$ cat config.mk
export PLATFORM = sky130hd
export DESIGN_NAME = prng_display_src
export DESIGN_NICKNAME = d
export VERILOG_FILES = /design/src/rtl/prng_display_src.sv
export SDC_FILE = /design/constraint.sdc
export NUM_CORES = 1
export LEC_CHECK = 0
export ABC_AREA = 0
export ABC_CLOCK_PERIOD_IN_PS = 3310
export BUFFER_PORTS_ARGS = -buffer_cell sky130_fd_sc_hd__buf_2
export CAP_MARGIN = 20
export CORE_MARGIN = 3
export CORE_UTILIZATION = 50
export DETAILED_ROUTE_END_ITERATION = 12
export PLACE_DENSITY = 0.75
export RECOVER_POWER = 100
export SETUP_SLACK_MARGIN = 0.4
export SLEW_MARGIN = 20
export SYNTH_ARGS = -nofsm -noshare
export SYNTH_HDL_FRONTEND = slang
export SYNTH_SLANG_ARGS = --single-unit
export TNS_END_PERCENT = 1
$ cat constraint.sdc
create_clock -name clk -period 3.31 [get_ports clk]
set_input_delay 0.993 -clock clk [delete_from_list [all_inputs] [get_ports clk]]
set_output_delay 0.993 -clock clk [all_outputs]
set_load 0.02 [all_outputs]
$ cat src/rtl/prng_display_src.sv
module prng_display_src #(
  parameter int          LFSR_W         = 16,
  parameter logic [15:0] SEED           = 16'hACE1,
  parameter int          PERIOD_W       = 32,
  parameter int          DEFAULT_PERIOD = 25_000_000,
  parameter int          FIELD_W        = 4
) (
  input  logic                clk,
  input  logic                rst,
  input  logic                btn_freeze,
  input  logic                reg_wr_en,
  input  logic [PERIOD_W-1:0] reg_wr_data,
  input  logic                reg_rd_en,
  output logic [PERIOD_W-1:0] reg_rd_data,
  output logic [FIELD_W-1:0]  hex_left,
  output logic [FIELD_W-1:0]  hex_right,
  output logic [FIELD_W-1:0]  led_red,
  output logic [FIELD_W-1:0]  led_green
);

  localparam logic [PERIOD_W-1:0] DEF_P   = PERIOD_W'(DEFAULT_PERIOD);
  localparam logic [PERIOD_W-1:0] DEF_CNT = (DEF_P == '0) ? '0 : DEF_P - 1'b1;

  logic [LFSR_W-1:0]   lfsr_q;
  logic [LFSR_W-1:0]   shown_q;
  logic [PERIOD_W-1:0] period_q;
  logic [PERIOD_W-1:0] cnt_q;
  logic [1:0]          btn_sync_q;
  logic                btn_s;
  logic                tick;
  logic                feedback;
  logic [PERIOD_W-1:0] reload;

  assign feedback = lfsr_q[15] ^ lfsr_q[13] ^ lfsr_q[12] ^ lfsr_q[10];
  assign btn_s    = btn_sync_q[1];
  assign tick     = (cnt_q == '0);
  assign reload   = (period_q == '0) ? '0 : period_q - 1'b1;

  always_ff @(posedge clk) begin
    if (rst) lfsr_q <= SEED;
    else     lfsr_q <= {lfsr_q[LFSR_W-2:0], feedback};
  end

  always_ff @(posedge clk) begin
    if (rst) btn_sync_q <= '0;
    else     btn_sync_q <= {btn_sync_q[0], btn_freeze};
  end

  always_ff @(posedge clk) begin
    if (rst)       cnt_q <= DEF_CNT;
    else if (tick) cnt_q <= reload;
    else           cnt_q <= cnt_q - 1'b1;
  end

  always_ff @(posedge clk) begin
    if (rst)                 shown_q <= '0;
    else if (tick && !btn_s) shown_q <= lfsr_q;
  end

  always_ff @(posedge clk) begin
    if (rst)            period_q <= DEF_P;
    else if (reg_wr_en) period_q <= reg_wr_data;
  end

  always_ff @(posedge clk) begin
    if (rst) reg_rd_data <= '0;
    else     reg_rd_data <= reg_rd_en ? period_q : '0;
  end

  assign hex_left  = shown_q[15:12];
  assign hex_right = shown_q[11:8];
  assign led_red   = shown_q[7:4];
  assign led_green = shown_q[3:0];

endmodule

==> results.yml, run 1 <==
worst_setup_path:
  cp_cell_sequence: "nor4_1 > nand4_1 > clkbuf_1 > nor3_1 > buf_4 > nand2_1 > o221ai_1"
  path_max_fanout: 19
  slowest_delay_ps: 640
  ff2ff_setup_slack_ps: 440
  cp_data_required_time_ps: 3750
  critical_path.top_delay_family: "simple AND/OR/NAND/NOR gates"
  crit_buf_inv: 2
  startpoint_type: "flop"
  reg2regPathDepth: 7
  r2r_start: "cnt_q[14]"
  arrival_ps: 3310
  timing.rr.end: "cnt_q[0]"
  end_kind: "flop"
  critPathKind: "flop to flop"
  slowest_stage: "nor4_1"
grt:
  grt_start_max_net_pins: 33
  antenna_found_initial: 0
  use_met3_pct: 6.06
  grt_busiest_layer: "met2"
  grt_pass1_wl_um: 21800
  grt_overflow_total: 0
  gr-usage-all-layers_pct: 21.6
  met1_usage_pct: 27.5
  grt_pass1_vias: 4443
  use_met2_pct: 35.7
sta:
  rsz0062_at_grt: "true"
  relSlewSlack_pct: -4.44
  max_freq_mhz: 348
  finClkSkew_ps: 5.83
  fin_crit_ps: 2870
  period_share_pct: 86.8
  hold_viol: 0
  worstMarginPinSlew_ps: 1570
  drv_slew: 33
  fin_setup_tns_ps: 0
  setup_viol: 0
clock_tree:
  post-cts-setup-buffer-count: 0
  cts_buffer_depth: 2
  htreeDepth: 4
  root_buffer: "clkbuf_8"
  clock_latency_ps: 530
  cts_buffers: 17
  cts_tree: "built"
  cts.sink_count: 130
  cts.clk_slew.worst_paths_ps: 60
synthesis:
  netlist_area_um2: 5490
  synth_area_per_cell_um2: 9.67
  syn-instance-count: 568
  ys_ff_latch: 130
  yosysWarnings: 0
  synthFlopType: "dfxtp_1"
  async_reset_ff_share_pct: 0
  ys_seq_area_share_pct: 47.4
  synth_edf_count: 0
  synthesis.nets: 608
  ys_types: 52
layout:
  fillerInstances: 864
  fin_nets: 688
  fin_area_um2: 6580
  layout_commonest_cell: "dfxtp_1"
  antenna_cells: 0
  final_cell_mix: "dfxtp_1, clkbuf_1, nor2_1"
  area_growth_pct: 19.9
  utilization_pct: 62.6
  drive_gt1_share_pct: 14.5
die:
  dieArea_um2: 12300
  io_pins: 85
  die_w_um: 111
  chipHeight_um: 111
  num_rows: 37
  initial_core_util_pct: 52.2
  coreArea_um2: 10500
routing:
  ant_nets: 0
  firstDrtPassIters: 5
  routed_wl_um: 12900
  routedWlPerCell_um: 16.1
  drtIter0Drc: 315
  via_per_inst: 5.54
  vias: 4418
  drcViolationCount: 0
job:
  maxCapViolCount: 1
power:
  total_power_uw: 3860
  ir_drop_uv: 458
  power_per_cell_area_nw_per_um2: 587
  leakage_uw: 0.00245
placement:
  place_congestion: 0.890
  place_hpwl_um: 9060
  port_buffers: 84
  dpl_cell_area_um2: 6040
run_status:
  failed_checks: "max-capacitance violations, max-slew violations"
  outcome: "finished, violations left"
hold_path:
  hold_depth: 1
  hold_start: "btn_sync_q[0]"
  hold_path.class: "flop to flop"
  whs_endpoint: "btn_sync_q[1]"
state kept, by name, indices dropped and copies added (netlist names):
name,cells
btn_sync_q,2
cnt_q,32
lfsr_q,16
period_q,32
reg_rd_data,32
shown_q,16
cell type report:
class / instances / area (um2) / share of cell area [%]
Clock buffer: 24 / 480 / 7.30
Clock inverter: 8 / 149 / 2.26
Inverter: 9 / 33.8 / 0.513
Timing Repair Buffer: 97 / 435 / 6.62
Sequential cell: 130 / 2600 / 39.5
Multi-Input combinational cell: 393 / 2710 / 41.2
Tap cell: 136 / 170 / 2.59
worst max-delay path by stage:
| stage | start | to | slack (ps) | depth (start not counted) |
|---|---|---|---|---|
| floorplan | period_q[4] | cnt_q[29] | 800 | 7 |
| global placement | period_q[16] | cnt_q[22] | 520 | 5 |
| detailed placement | period_q[16] | cnt_q[12] | 460 | 5 |
| CTS | period_q[16] | cnt_q[12] | 450 | 5 |
| global route | cnt_q[14] | cnt_q[0] | 210 | 7 |
| finish | cnt_q[14] | cnt_q[0] | 440 | 7 |
repair_timing:
item	CTS	global route
setup endpoints to repair	0	17
hold buffers	0	0
resized for setup	0	2
report_power, final:
part	leakage, uW	internal [uW]	switching, uW
logic	0.00109	95.3	131
clock network	0.000302	1300	661
registers	0.00106	1620	50.5
per-layer routing:
| layer | part of all wire (%) | vias up |
|---|---|---|
| met3 | 5.0 | 21 |
| met2 | 49 | 127 |
| met4 | 1.3 | 0 |
| met5 | 0 | - |
| li1 | - | 2175 |
| met1 | 44 | 2095 |
synthesized netlist by cell type, types with 7 or more instances:
library cell / number / share of area [%]
clkbuf_1: 28 / 1.9
mux2i_1: 50 / 9.1
inv_1: 9 / 0.62
o21ai_0: 8 / 0.73
nor4_1: 15 / 1.7
o221ai_1: 10 / 1.6
or3_1: 7 / 0.80
nand3_1: 14 / 1.3
a21oi_1: 10 / 0.91
dfxtp_1: 130 / 47
nand2_1: 27 / 1.8
nor3_1: 25 / 2.3
or4_1: 9 / 1.2
nor2b_1: 13 / 1.5
and2_1: 31 / 3.5
or2_2: 9 / 1.0
nor2_1: 54 / 3.7
xnor2_1: 24 / 3.8
xor2_1: 20 / 3.2
per-stage QoR:
step	hold WS (ps)	setup slack, ps	cells
2_1_floorplan	414	801	568
3_3_place_gp	419	516	765
3_5_place_dp	422	457	765
4_1_cts	431	452	797
5_1_grt	462	214	797
6_report	429	438	797
logic make-up (layout without fill, tap and decap cells):
family	Yosys count	in the layout	synth area share, %
buf+inv	45	138	3.42
flops	130	130	47.4
compound gates	65	65	9.05
mux	50	50	9.12
simple gates	231	231	23.3
xor+xnor	44	44	7.02
fa+ha+maj	3	3	0.684
worst register-to-register path: stages, from the launching register on:
cell and delay, ps:
dfxtp_1 340, nor4_1 640, nand4_1 290, clkbuf_1 290
nor3_1 330, buf_4 290, nand2_1 300, o221ai_1 290
Power figures use the tool's default switching activity.
==> inputs of run 2 (changes only) <==
Settings changed: CELL_PAD_IN_SITES_DETAIL_PLACEMENT from default to 0, CELL_PAD_IN_SITES_GLOBAL_PLACEMENT from default to 1, CORE_UTILIZATION 50 to 43, PLACE_DENSITY 0.75 to 0.82.
==> run 2 against run 1 <==
Net effect: the flow now finishes without violations; utilization decreased by 8.9 points; final area about the same; worst setup slack improved by 23 ps; largest cell class unchanged; clock skew increased by 3.9 ps; maximum frequency increased by 0.81%.
==> results.yml, run 2 (synthesis results as in run 1) <==
run_status:
  outcome: "complete, no violations"
hold_path:
  hold_depth: 1
  hold_start: "btn_sync_q[0]"
  whs_endpoint: "btn_sync_q[1]"
  hold_path.class: "flop to flop"
clock_tree:
  cts.sink_count: 130
  post_cts_resized: 0
  hold_buffers: 0
  root_buffer: "clkbuf_16"
  cts_tree: "built"
  cts.clk_slew.worst_paths_ps: 50
  cts_buffer_depth: 2
  clock_latency_ps: 410
  cts_buffers: 17
  post-cts-setup-buffer-count: 0
  htreeDepth: 4
worst_setup_path:
  critPathKind: "flop to flop"
  reg2regPathDepth: 7
  end_kind: "flop"
  r2r_start: "cnt_q[15]"
  cp_cell_sequence: "nor4_1 > nand4_1 > clkbuf_1 > nor3_2 > clkbuf_2 > nand2_1 > o221ai_1"
  slowest_stage: "nor4_1"
  slowest_delay_ps: 590
  timing.rr.end: "cnt_q[14]"
  cp_data_required_time_ps: 3630
  path_max_fanout: 18
  startpoint_type: "flop"
  arrival_ps: 3170
  ff2ff_setup_slack_ps: 460
routing:
  via_per_inst: 5.29
  routedWlPerCell_um: 15.5
  vias: 4384
  drtIter0Drc: 208
  drcViolationCount: 0
  firstDrtPassIters: 4
  routed_wl_um: 12900
  ant_nets: 0
grt:
  grt_start_max_net_pins: 35
  gr-usage-all-layers_pct: 18.7
  grt_overflow_total: 0
  antenna_found_initial: 0
  grt_pass1_vias: 4308
  grt_pass1_wl_um: 21400
sta:
  hold_viol: 0
  drv_slew: 0
  finClkSkew_ps: 9.69
  fin_setup_tns_ps: 0
  max_freq_mhz: 351
  relSlewSlack_pct: 19.4
  worstMarginPinSlew_ps: 1210
  setup_viol: 0
  rsz0062_at_grt: "false"
  timing.hold.ws_ps: 442
  fin_crit_ps: 2850
  period_share_pct: 86.1
layout:
  area_growth_pct: 19.9
  layout_commonest_cell: "dfxtp_1"
  fin_nets: 689
  utilization_pct: 53.7
  final_cell_mix: "dfxtp_1, clkbuf_1, nor2_1"
  antenna_cells: 0
  top_regs: "cnt_q (32), period_q (32), reg_rd_data (32)"
  drive_gt1_share_pct: 14.8
die:
  coreArea_um2: 12300
  chipHeight_um: 119
  io_pins: 85
  die_w_um: 119
  dieArea_um2: 14200
  num_rows: 40
  initial_core_util_pct: 44.8
placement:
  port_buffers: 84
  place_congestion: 0.920
  place_hpwl_um: 9200
power:
  leakage_uw: 0.00244
  ir_drop_uv: 351
  total_power_uw: 3740
  power_per_cell_area_nw_per_um2: 568
job:
  maxCapViolCount: 0
==> run 2: changes by cell type in the layout (fill, tap and decap cells not counted), sizes merged <==
cell and change:
clkbuf -3, bufinv -1, clkinv +3, clkinvlp +1
==> run 2: worst max-delay path by stage <==
stage,start,end,cells after the start
2_1_floorplan,period_q[4],cnt_q[29],7
3_3_place_gp,period_q[16],cnt_q[16],5
3_5_place_dp,period_q[16],cnt_q[3],5
4_1_cts,period_q[16],cnt_q[3],5
5_1_grt,cnt_q[14],cnt_q[20],7
6_report,cnt_q[15],cnt_q[14],7
==> run 2: routing by layer <==
metal	vias to the layer above	track usage, %	part of all wire (%)
li1	2180	-	-
met2	114	29.3	48
met5	-	0	0
met1	2078	24.5	46
met4	0	8.11	1.0
met3	12	4.70	5.0
==> run 2: area by class of cell <==
cell class              instances  area [um2]
clock buffers                  20         447
well taps                     168         210
inverters                       9        33.8
fillers                      1131        5680
multi-input cells             393        2710
clock inverters                11         138
repair buffers                 98         440
flip-flops and latches        130        2600
==> run 2: worst max-delay path: cells and delay by family, from the launching register on <==
| family | cells | cell delay, ps |
|---|---|---|
| buffers and inverters | 2 | 680 |
| AO/OA/AOI/OAI | 1 | 290 |
| flip-flops | 1 | 330 |
| AND/OR/NAND/NOR | 4 | 1460 |
==> run 2: stage by stage <==
step / setup WS [ps] / cells / area (um2)
3_5_place_dp: 567 / 798 / 6090
5_1_grt: 254 / 829 / 6580
6_report: 461 / 829 / 6580
4_1_cts: 547 / 829 / 6670
3_3_place_gp: 688 / 798 / 6090
2_1_floorplan: 801 / 568 / 5490
==> run 2: power breakdown <==
part / switching (uW) / internal [uW] / total [uW] / leakage (uW)
sequential: 49.9 / 1620 / 1670 / 0.00106
combinational: 128 / 95.0 / 223 / 0.00110
clock: 651 / 1190 / 1840 / 0.000281
==> inputs of run 3 (changes only) <==
Settings changed: PLACE_DENSITY 0.82 to default, PLACE_DENSITY_LB_ADDON from default to 0.1.
==> run 3 against run 2 <==
Net effect: combinational power about the same; global-route usage grew 0.14 points; sequential power hardly changed; die area stayed put; register-to-register slack improved by 80 ps; largest cell class unchanged; worst setup slack better by 81 ps.
==> results.yml, run 3 (synthesis results as in run 1) <==
clock_tree:
  clock_latency_ps: 420
  post-cts-setup-buffer-count: 0
  cts.clk_slew.worst_paths_ps: 60
  cts_buffer_depth: 2
  cts.sink_count: 130
  cts_tree: "built"
  cts_buffers: 17
  root_buffer: "clkbuf_16"
  htreeDepth: 4
grt:
  gr-usage-all-layers_pct: 18.9
  grt_pass1_vias: 4250
  grt_overflow_total: 0
  antenna_found_initial: 0
  grt_pass1_wl_um: 21400
  grt_start_max_net_pins: 36
layout:
  fillerInstances: 1154
  antenna_cells: 0
  fin_nets: 690
  layout_commonest_cell: "dfxtp_1"
  drive_gt1_share_pct: 14.8
  top_regs: "cnt_q (32), period_q (32), reg_rd_data (32)"
  final_cell_mix: "dfxtp_1, clkbuf_1, nor2_1"
  area_growth_pct: 20.9
worst_setup_path:
  reg2regPathDepth: 5
  critPathKind: "flop to flop"
  crit_buf_inv: 0
  ff2ff_setup_slack_ps: 540
  timing.rr.end: "cnt_q[29]"
  path_max_fanout: 9
  startpoint_type: "flop"
  cp_data_required_time_ps: 3590
  crit_top_cell: "or4_1"
  cp_cell_sequence: "or4_1 > or4_1 > or4_1 > xor2_1 > o22ai_2"
  end_kind: "flop"
  critical_path.top_delay_family: "simple AND/OR/NAND/NOR gates"
  arrival_ps: 3040
  slowest_stage: "or4_1"
  slowest_delay_ps: 720
  cp.depth: 5
  r2r_start: "period_q[0]"
sta:
  rsz0062_at_grt: "false"
  setup_viol: 0
  hold_viol: 0
  worstMarginPinSlew_ps: 1370
  drv_slew: 0
  layout_setup_ws_ps: 542
  timing.hold.ws_ps: 444
  max_freq_mhz: 361
  fin_setup_tns_ps: 0
  period_share_pct: 83.6
  finClkSkew_ps: 6.05
  relSlewSlack_pct: 8.72
  fin_crit_ps: 2770
die:
  chipHeight_um: 119
  coreArea_um2: 12300
  num_rows: 40
  die_w_um: 119
  dieArea_um2: 14200
  initial_core_util_pct: 44.8
  io_pins: 85
power:
  sw_frac_of_total_pct: 21.7
  p_comb_share_pct: 5.9
  seq_power_share_pct: 43.5
  ir_drop_uv: 362
  power_switching_uw: 834
  power_per_cell_area_nw_per_um2: 579
  clockPowerShare_pct: 50.6
  leakage_uw: 0.00246
  p_int_uw: 3010
routing:
  routedWlPerCell_um: 15.5
  via_per_inst: 5.22
  ant_nets: 0
  routed_wl_um: 12900
  drcViolationCount: 0
  vias: 4329
  drtIter0Drc: 216
  firstDrtPassIters: 5
placement:
  place_congestion: 0.823
  port_buffers: 84
  place_hpwl_um: 9110
  pre_cts_slack_ps: 617
run_status:
  outcome: "complete, no violations"
job:
  maxCapViolCount: 0
hold_path:
  hold_path.class: "flop to flop"
  hold_depth: 1
  whs_endpoint: "btn_sync_q[1]"
  hold_start: "btn_sync_q[0]"
## run 3: cell count changes in the layout (fill, tap and decap cells not counted)
cell / delta
buf_12: +1
buf_4: +1
and2_0: +4
clkinv_2: -2
and2_1: -4
bufinv_16: +1
or4_4: -1
clkbuf_2: -1
or4_1: +1
clkbuf_8: +1
## run 3: how the worst max path moves through the flow
| stage | from | to | slack (ps) |
|---|---|---|---|
| after floorplan | period_q[4] | cnt_q[29] | 800 |
| after global placement | period_q[16] | cnt_q[16] | 700 |
| after detailed placement | period_q[16] | cnt_q[3] | 620 |
| after CTS | period_q[16] | cnt_q[3] | 600 |
| after global routing | period_q[0] | cnt_q[29] | 440 |
| final | period_q[0] | cnt_q[29] | 540 |
## run 3: area by class of cell
type | count | area (um2) | area share, %
Multi-Input combinational cell | 393 | 2710 | 40.8
Tap cell | 168 | 210 | 3.17
Inverter | 9 | 33.8 | 0.509
Timing Repair Buffer | 99 | 463 | 6.98
Clock buffer | 21 | 460 | 6.94
Sequential cell | 130 | 2600 | 39.2
Clock inverter | 10 | 158 | 2.38
## run 3: metal layers
metal  global-route usage (%)  routed length (um)
met5                        0                   0
met4                     7.02                 193
met1                     24.9                5980
met2                     29.1                5980
met3                     5.65                 697
## run 3: power by group through the flow
| stage | Combinational [uW] | Sequential [uW] | Clock, uW |
|---|---|---|---|
| 2_1_floorplan | 146 | 1710 | 0 |
| 3_3_place_gp | 230 | 1700 | 0 |
| 3_5_place_dp | 231 | 1710 | 0 |
| 4_1_cts | 234 | 1670 | 1990 |
| 5_1_grt | 248 | 1680 | 2060 |
| 6_report | 225 | 1670 | 1940 |
## run 3: timing repair
action / 4_1_cts / 5_1_grt
hold endpoints to repair: 0 / 0
endpoints found under the setup margin: 0 / 5
hold buffers: 0 / 0
resized for setup: 0 / 1
## run 3: worst register-to-register path, stage by stage (launching register included)
cell and delay (ps):
dfxtp_1 350, or4_1 700, or4_1 730, or4_1 580
xor2_1 180, o22ai_2 90
## run 3: per-stage QoR
step / total power, uW / instances / util [%] / area, um2
2_1_floorplan: 1850 / 568 / - / 5490
4_1_cts: 3890 / 830 / 54.8 / 6720
3_5_place_dp: 1940 / 799 / 49.8 / 6110
6_report: 3840 / 830 / 54.1 / 6640
5_1_grt: 3990 / 830 / 54.1 / 6640
3_3_place_gp: 1930 / 799 / 49.8 / 6110
